--- src/rtl/can_rx_accept_filter.sv ---
module can_rx_accept_filter #(
  parameter int ID_W  = 29,
  parameter int STD_W = 11,
  parameter int NFILT = 6,
  parameter int NF0   = 2,
  parameter int HIT_W = 3
) (
  input  logic                   clk,
  input  logic                   rst_n,
  input  logic                   frame_vld,
  input  logic                   frame_ext,
  input  logic [ID_W-1:0]        frame_id,
  input  logic [ID_W-1:0]        mask0,
  input  logic [ID_W-1:0]        mask1,
  input  logic [NFILT*ID_W-1:0]  filt_id,
  input  logic [NFILT-1:0]       filt_ext,
  input  logic [1:0]             rx_mode0,
  input  logic [1:0]             rx_mode1,
  input  logic                   rollover_en,
  input  logic [1:0]             flag_clr,
  output logic                   accept_vld,
  output logic                   accept_buf,
  output logic [HIT_W-1:0]       accept_hit,
  output logic [1:0]             rx_flags,
  output logic [HIT_W-1:0]       buf0_hit,
  output logic [HIT_W-1:0]       buf1_hit
);

  localparam logic [ID_W-1:0]  STD_SEL  = {{(ID_W-STD_W){1'b0}}, {STD_W{1'b1}}};
  localparam logic [HIT_W-1:0] HIT_NONE = '1;

  logic [ID_W-1:0]  cmp_sel;
  logic [NFILT-1:0] f_hit;
  logic [HIT_W-1:0] idx0, idx1, sel0, sel1;
  logic             pass0, pass1;

  assign cmp_sel = frame_ext ? {ID_W{1'b1}} : STD_SEL;

  for (genvar i = 0; i < NFILT; i++) begin : g_filt
    logic [ID_W-1:0] m;
    assign m = (i < NF0) ? mask0 : mask1;
    assign f_hit[i] = (filt_ext[i] == frame_ext) &&
                      (((frame_id ^ filt_id[i*ID_W +: ID_W]) & m & cmp_sel) == '0);
  end

  always_comb begin
    idx0 = '0;
    idx1 = '0;
    for (int i = NF0 - 1; i >= 0; i--)
      if (f_hit[i]) idx0 = HIT_W'(i);
    for (int i = NFILT - 1; i >= NF0; i--)
      if (f_hit[i]) idx1 = HIT_W'(i);
  end

  function automatic logic type_ok(input logic [1:0] mode, input logic ext);
    case (mode)
      2'b10:   return ext;
      2'b01:   return !ext;
      default: return 1'b1;
    endcase
  endfunction

  assign pass0 = frame_vld && ((rx_mode0 == 2'b11) ||
                 (type_ok(rx_mode0, frame_ext) && |f_hit[NF0-1:0]));
  assign pass1 = frame_vld && ((rx_mode1 == 2'b11) ||
                 (type_ok(rx_mode1, frame_ext) && |f_hit[NFILT-1:NF0]));
  assign sel0  = (rx_mode0 == 2'b11) ? HIT_NONE : idx0;
  assign sel1  = (rx_mode1 == 2'b11) ? HIT_NONE : idx1;

  always_comb begin
    accept_vld = 1'b0;
    accept_buf = 1'b0;
    accept_hit = '0;
    if (pass0) begin
      if (!rx_flags[0]) begin
        accept_vld = 1'b1;
        accept_hit = sel0;
      end else if (rollover_en && !rx_flags[1]) begin
        accept_vld = 1'b1;
        accept_buf = 1'b1;
        accept_hit = sel0;
      end
    end else if (pass1 && !rx_flags[1]) begin
      accept_vld = 1'b1;
      accept_buf = 1'b1;
      accept_hit = sel1;
    end
  end

  always_ff @(posedge clk or negedge rst_n) begin
    if (!rst_n) begin
      rx_flags <= '0;
      buf0_hit <= '0;
      buf1_hit <= '0;
    end else begin
      rx_flags <= rx_flags & ~flag_clr;
      if (accept_vld) begin
        rx_flags[accept_buf] <= 1'b1;
        if (accept_buf) buf1_hit <= accept_hit;
        else            buf0_hit <= accept_hit;
      end
    end
  end

endmodule

--- config.mk ---
export PLATFORM = sky130hd
export DESIGN_NAME = can_rx_accept_filter
export DESIGN_NICKNAME = d
export VERILOG_FILES = /design/src/rtl/can_rx_accept_filter.sv
export SDC_FILE = /design/constraint.sdc
export NUM_CORES = 1
export LEC_CHECK = 0
export CORE_AREA = 2 2 112 114
export CTS_CLUSTER_SIZE = 25
export DETAILED_ROUTE_END_ITERATION = 8
export DIE_AREA = 0 0 114 116
export PLACE_DENSITY_LB_ADDON = 0.08
export RECOVER_POWER = 100
export REMOVE_ABC_BUFFERS = 1
export SYNTH_ARGS = -nofsm -noshare
export SYNTH_HDL_FRONTEND = slang
export SYNTH_SLANG_ARGS = --single-unit
--- constraint.sdc ---
create_clock -name clk -period 5.3 [get_ports clk]
set_input_delay 1.325 -clock clk [delete_from_list [all_inputs] [get_ports clk]]
set_output_delay 1.325 -clock clk [all_outputs]
set_load 0.02 [all_outputs]
* Word-level counts from Yosys, hierarchy flattened
Cells that the tools add are included.
** Cells by class
- Equality and inequality tests :: 12
- Mux-type cells :: 24
- Reduce and logical (&&, ||, !) cells :: 27
- Bitwise logic cells :: 22
- Magnitude comparators :: 2
** Operators with widths (count)
- $and 29x29->29 :: 12
- $logic_not 29->1 :: 6
- $xor 29x29->29 :: 6
- $mux 3 :: 10
- $mux 29 :: 1
- $logic_and 1x1->1 :: 13
- $mux 1 :: 9
- $eq 2x2->1 const B :: 4
- $eq 1x1->1 :: 6
- $eq 2x1->1 const B :: 2
- $pmux 1 s2 :: 2
- $reduce_and 2->1 :: 2
- $reduce_or 4->1 :: 1
- $and 2x2->2 :: 1
- $logic_not 1->1 :: 2
- $logic_or 1x1->1 :: 2
- $lt 1x2->1 const B :: 1
- $mux 2 :: 1
- $not 2->2 :: 1
- $or 2x2->2 :: 1
- $reduce_or 2->1 :: 1
- $demux 1 s1 :: 1
- $ge 1x1->1 const B :: 1
- $not 1->1 :: 1
** Storage, ports and cells
- Register bits :: 8
- Input port bits :: 278
- Output and inout port bits :: 13
- Word-level logic and storage cells :: 90

* Depth between registers and ports, before layout
- Depth in word-level cells :: 18
- Depth in mapped cells :: 10
- Gate-level depth less buffers :: 9

* Worst setup path before layout
OpenSTA, ideal clock, no wires.
- Kind :: input -> output
- From :: in frame_id[20]
- To :: out accept_hit[2]
- Data required time :: 3975 ps
- Path buffers :: 1
- Path slack :: 818 ps
- Arrival time :: 3157 ps
- Cell stages on the path :: 9
- Cells stage by stage :: buf_4 -> xor2_1 -> a22oi_1 -> nand4_1 -> o31ai_1 -> nand4_1 -> a21oi_2 -> or4_4 -> o21ai_0
** On the way
- Word-level cells in the longest chain between the ends :: 12
- Elaborated cells on any way between the ends :: 46
- Those cells by class :: mux: 7; bitwise: 18; reduce/logical: 21
** RTL lines
- start, declared :: RTL line 12 : input logic [ID_W-1:0] frame_id,
- $xor 29x29->29 :: RTL line 43 : (((frame_id ^ filt_id[i*ID_W +: ID_W]) & m & cmp_sel) == '0);
- $and 29x29->29 (2 in series) :: RTL line 43
- $logic_not 29->1 :: RTL line 43
- $logic_and 1x1->1 :: RTL line 42 : assign f_hit[i] = (filt_ext[i] == frame_ext) &&
- $mux 3 / $reduce_or 4->1 (equally long branches) :: RTL line 52, 66
- $mux 3 / $logic_and 1x1->1 (equally long branches) :: RTL line 52, 66
- $mux 3 / $logic_or 1x1->1 (equally long branches) :: RTL line 52, 65
- $mux 3 / $logic_and 1x1->1 (equally long branches) :: RTL line 52, 65
- $mux 3 / $logic_and 1x1->1 (equally long branches) :: RTL line 68, 83
- $mux 3 :: RTL line 83 : end else if (pass1 && !rx_flags[1]) begin
- $mux 3 * :: RTL line 74 : if (pass0) begin
- end, declared :: RTL line 23 : output logic [HIT_W-1:0] accept_hit,
Every way passes the cells marked *; elsewhere a longest branch is shown, timed or not.

* Worst setup path in the final report
- From :: in frame_id[18]
- To :: out accept_buf
** On the way
- Word-level cells in the longest chain between the ends :: 12
- Elaborated cells on any way between the ends :: 41
- Those cells by class :: mux: 2; bitwise: 18; reduce/logical: 21
** RTL lines
- $xor 29x29->29 :: RTL line 43
- $and 29x29->29 (2 in series) :: RTL line 43
- $logic_not 29->1 :: RTL line 43
- $logic_and 1x1->1 :: RTL line 42
- $reduce_or 4->1 :: RTL line 66 : (type_ok(rx_mode1, frame_ext) && |f_hit[NFILT-1:NF0]));
- $logic_and 1x1->1 :: RTL line 66
- $logic_or 1x1->1 :: RTL line 65 : assign pass1 = frame_vld && ((rx_mode1 == 2'b11) ||
- $logic_and 1x1->1 :: RTL line 65
- $logic_and 1x1->1 :: RTL line 83
- $mux 1 :: RTL line 83
- $mux 1 * :: RTL line 74
- end, declared :: RTL line 22 : output logic accept_buf,
Marks and branches as above.

==> results.toml <==
[placement]
place.gp.congestion = 0.913
dpl.hpwl_um = 15100
io_buffers = 290
placed_area_um2 = 6600
pre_cts_ws_ns = -0.461

[job]
maxCapViolations = 0

[detailed_routing]
firstDrtPassIters = 4
wl_um = 16500
dr_total_vias = 4251
drtIter0Drc = 134
antenna_left = 0
post_drt_wl_per_cell_um = 19.0
drc_errors = 0
viasPerCell = 4.90

[final_layout]
nets = 1007
antenna_cells = 0
syn_to_final_growth_pct = 103
final_area_um2 = 6730
drive_gt1_share_pct = 11.7
fillerInstances = 1105
utilization_pct = 56.5

[pwr]
internal_power_mw = 0.520
power_density_nw_per_um2 = 118
p_comb_share_pct = 73.7
p_leak_nw = 2.84
power_switching_mw = 0.274
power.share.switching_pct = 34.5
ir_worst_vdd_mv = 0.0831
power.share.sequential_pct = 10.4
clkPwrFrac_pct = 15.9

[sta]
max_freq_ghz = 0.193
fin_setup_tns_ns = 0
worstMarginPinSlew_ns = 0.552
hold_viol = 0
drv_slew = 0
period_needed_ns = 5.18
fin_skew_ns = 0.00278
holdWs_ns = 0.484
finalSetupViolCount = 0
max-slew-margin-rel_pct = 63.2
setup_ws_ns = 0.117
post-route-period-util_pct = 97.8

[cts]
htreeDepth = 1
cts_buffer_depth = 2
cts_tree = "done"
root_buffer = "clkbuf_16"
clkSlewWorstSetupHoldPaths_ns = 0.04
clock_latency_ns = 0.23
numCtsBuffers = 3
cts_sinks = 8

[grt]
grt_pass1_wl_um = 23600
grt_use_met1_pct = 23.6
top_usage_layer = "met2"
antenna_found_initial = 0
grt_usage_pct = 23.3
gr-total-overflow = 0
gr-usage-met2_pct = 48.6
met3_usage_pct = 5.49
grt_max_degree = 13
grt_pass1_vias = 4561

[synthesis]
synth_area_um2 = 3320
synth_top_family_by_area = "XOR/XNOR gates"
syn-mean-instance-area_um2 = 8.30
syn_inst = 400
synthXorXnorAreaFrac_pct = 45.9
synth-simple-area-share_pct = 8.41
synth_area_leaders = "xor2_1 46%, a22oi_1 9.5%, dfrtp_1 6.0%, buf_4 3.8%, nand4_1 3.4%"
synth_mux_area_share_pct = 1.24
yosysTopAreaCellShare_pct = 45.9
yosysWarnings = 0
yosysTopAreaCell = "xor2_1"
synth_cell_types = 40
synth_compound_area_share_pct = 26.7
synth_fa_ha_area_share_pct = 2.26
ys_seq_area_share_pct = 6.03
ys_seq_elements = 8

[critical_path]
ff2ff_setup_slack_ns = 3.17
crit_path_end_kind = "primary output"
cpPeakStageDelay_ns = 0.56
path_class = "in2out"
crit_path_top_delay_cell = "clkdlybuf4s50_1"
path_cells = "clkdlybuf4s50_1 > xor2_1 > a22oi_1 > nand4_1 > o31ai_2 > buf_4 > nand4_1 > a21oi_2 > or4_4 > buf_4 > o22ai_4 > clkbuf_2"
critPathTopFamily = "buffers and inverters"
cp-start-kind = "input port"
arrival_ns = 3.86
critPathRequiredTime_ns = 3.97
worst-path-max-fanout = 6
cp_num_buf_inv = 4

[floorplan]
rows = 40
die_w_um = 114
core-area_um2 = 11900
io_pins = 291
fp.dieArea_um2 = 13200
start_util_pct = 27.9
die_height_um = 116

[run_status]
status = "completed"

[worst_hold_path]
hp-class = "reg2reg"
-- worst reg2reg max path, cell delays in order, from the launching register on --
cell,delay (ns)
dfrtp_1,0.40
nand2b_1,0.17
or4_4,0.55
buf_4,0.16
o22ai_4,0.17
clkbuf_1,0.24
mux2_4,0.32
-- cells in the mapped netlist --
library cell and count:
nor2b_1 2, xor2_1 174, nand2_1 11, nand3_1 6, o32ai_1 1, a222oi_1 8
a21boi_0 3, a2bb2oi_1 1, or3b_1 1, nor4b_2 1, ha_1 6, dfrtp_1 8
buf_6 9, clkbuf_1 1, a21oi_2 1, o22ai_4 1, buf_2 5, a32oi_1 6
a211oi_1 2, a21oi_1 6, buf_4 17, a22oi_1 42, a22o_1 8, o22ai_1 3
o21ba_2 1, nand2b_1 2, nor2_1 3, mux2_4 2, nor3b_1 2, o21ai_0 10
a2111oi_0 1, inv_1 15, nand4_1 18, a221oi_1 12, mux2_2 1, nand4b_1 1
a21o_2 1, o21a_1 3, or4_4 1, o31ai_1 4
-- power by group through the flow --
stage / Sequential, mW / Combinational (mW) / Clock [mW]
after floorplan: 0.0997 / 0.183 / 0
after global placement: 0.0840 / 0.582 / 0
after detailed placement: 0.0840 / 0.588 / 0
after CTS: 0.0838 / 0.590 / 0.129
after global routing: 0.0853 / 0.628 / 0.134
final: 0.0829 / 0.586 / 0.126
-- registers in the layout, summed over array words and instances, names as in the netlist --
signal    flops
buf1_hit      3
rx_flags      2
buf0_hit      3
-- placed cells by master, fill, tap and decap left out, drive strengths merged, types with 2 or more instances in the layout --
master,count
o21a,3
a211oi,2
dfrtp,8
dlygate4sd2,2
a21oi,7
o31ai,4
nand4,18
nand2,11
nand2b,2
nor3b,2
nor2b,2
clkbuf,5
dlymetal6s2s,4
o22ai,4
mux2,3
a22oi,42
dlygate4sd3,9
a22o,8
clkdlybuf4s50,270
nand3,6
inv,15
o21ai,10
a21boi,3
a32oi,6
a221oi,12
nor2,3
xor2,174
ha,6
a222oi,8
buf,62
-- logic make-up after synthesis --
family / after synthesis
compound gates: 114
xor+xnor: 174
fa+ha+maj: 6
buf+inv: 47
flops: 8
mux: 3
simple gates: 48
-- routing by layer --
layer  part of all wire [%]  vias up
met3                    7.9       18
met1                     36     1940
met2                     55      190
met5                      0        -
li1                       -     2103
met4                    1.6        0
-- repair_timing --
| item | 4_1_cts | 5_1_grt |
|---|---|---|
| resized for setup | 23 | 16 |
| endpoints found under the setup margin | 5 | 5 |
| pin swaps | 3 | 9 |
| setup buffers | 0 | 2 |
| hold buffers | 0 | 0 |
-- final timing paths --
check                                   startpoint                      end  cells past startpoint
setup / recovery                      frame_id[18]               accept_buf                     12
max in group asynchronous                    rst_n  buf0_hit[0]$_DFFE_PN0P_                      1
hold reg to reg            buf0_hit[2]$_DFFE_PN0P_  buf0_hit[2]$_DFFE_PN0P_                      1
setup reg to reg             rx_flags[1]$_DFF_PN0_  buf1_hit[2]$_DFFE_PN0P_                      6
min in group asynchronous                    rst_n    rx_flags[1]$_DFF_PN0_                      1
hold / removal             buf0_hit[2]$_DFFE_PN0P_  buf0_hit[2]$_DFFE_PN0P_                      1
-- layout make-up --
type	instances	area, µm²	area share, %
multi-input cells	345	2870	42.6
flip-flops and latches	8	200	2.97
repair buffers	350	3350	49.8
inverters	15	56.3	0.836
well taps	147	184	2.73
clock buffers	3	75.1	1.12
-- stage by stage --
stage | instances | power, mW
3_5_place_dp | 863 | 0.672
3_3_place_gp | 863 | 0.666
4_1_cts | 866 | 0.803
6_report | 868 | 0.794
5_1_grt | 868 | 0.847
2_1_floorplan | 368 | 0.283
No activity file was read; power rests on OpenSTA's default activity.
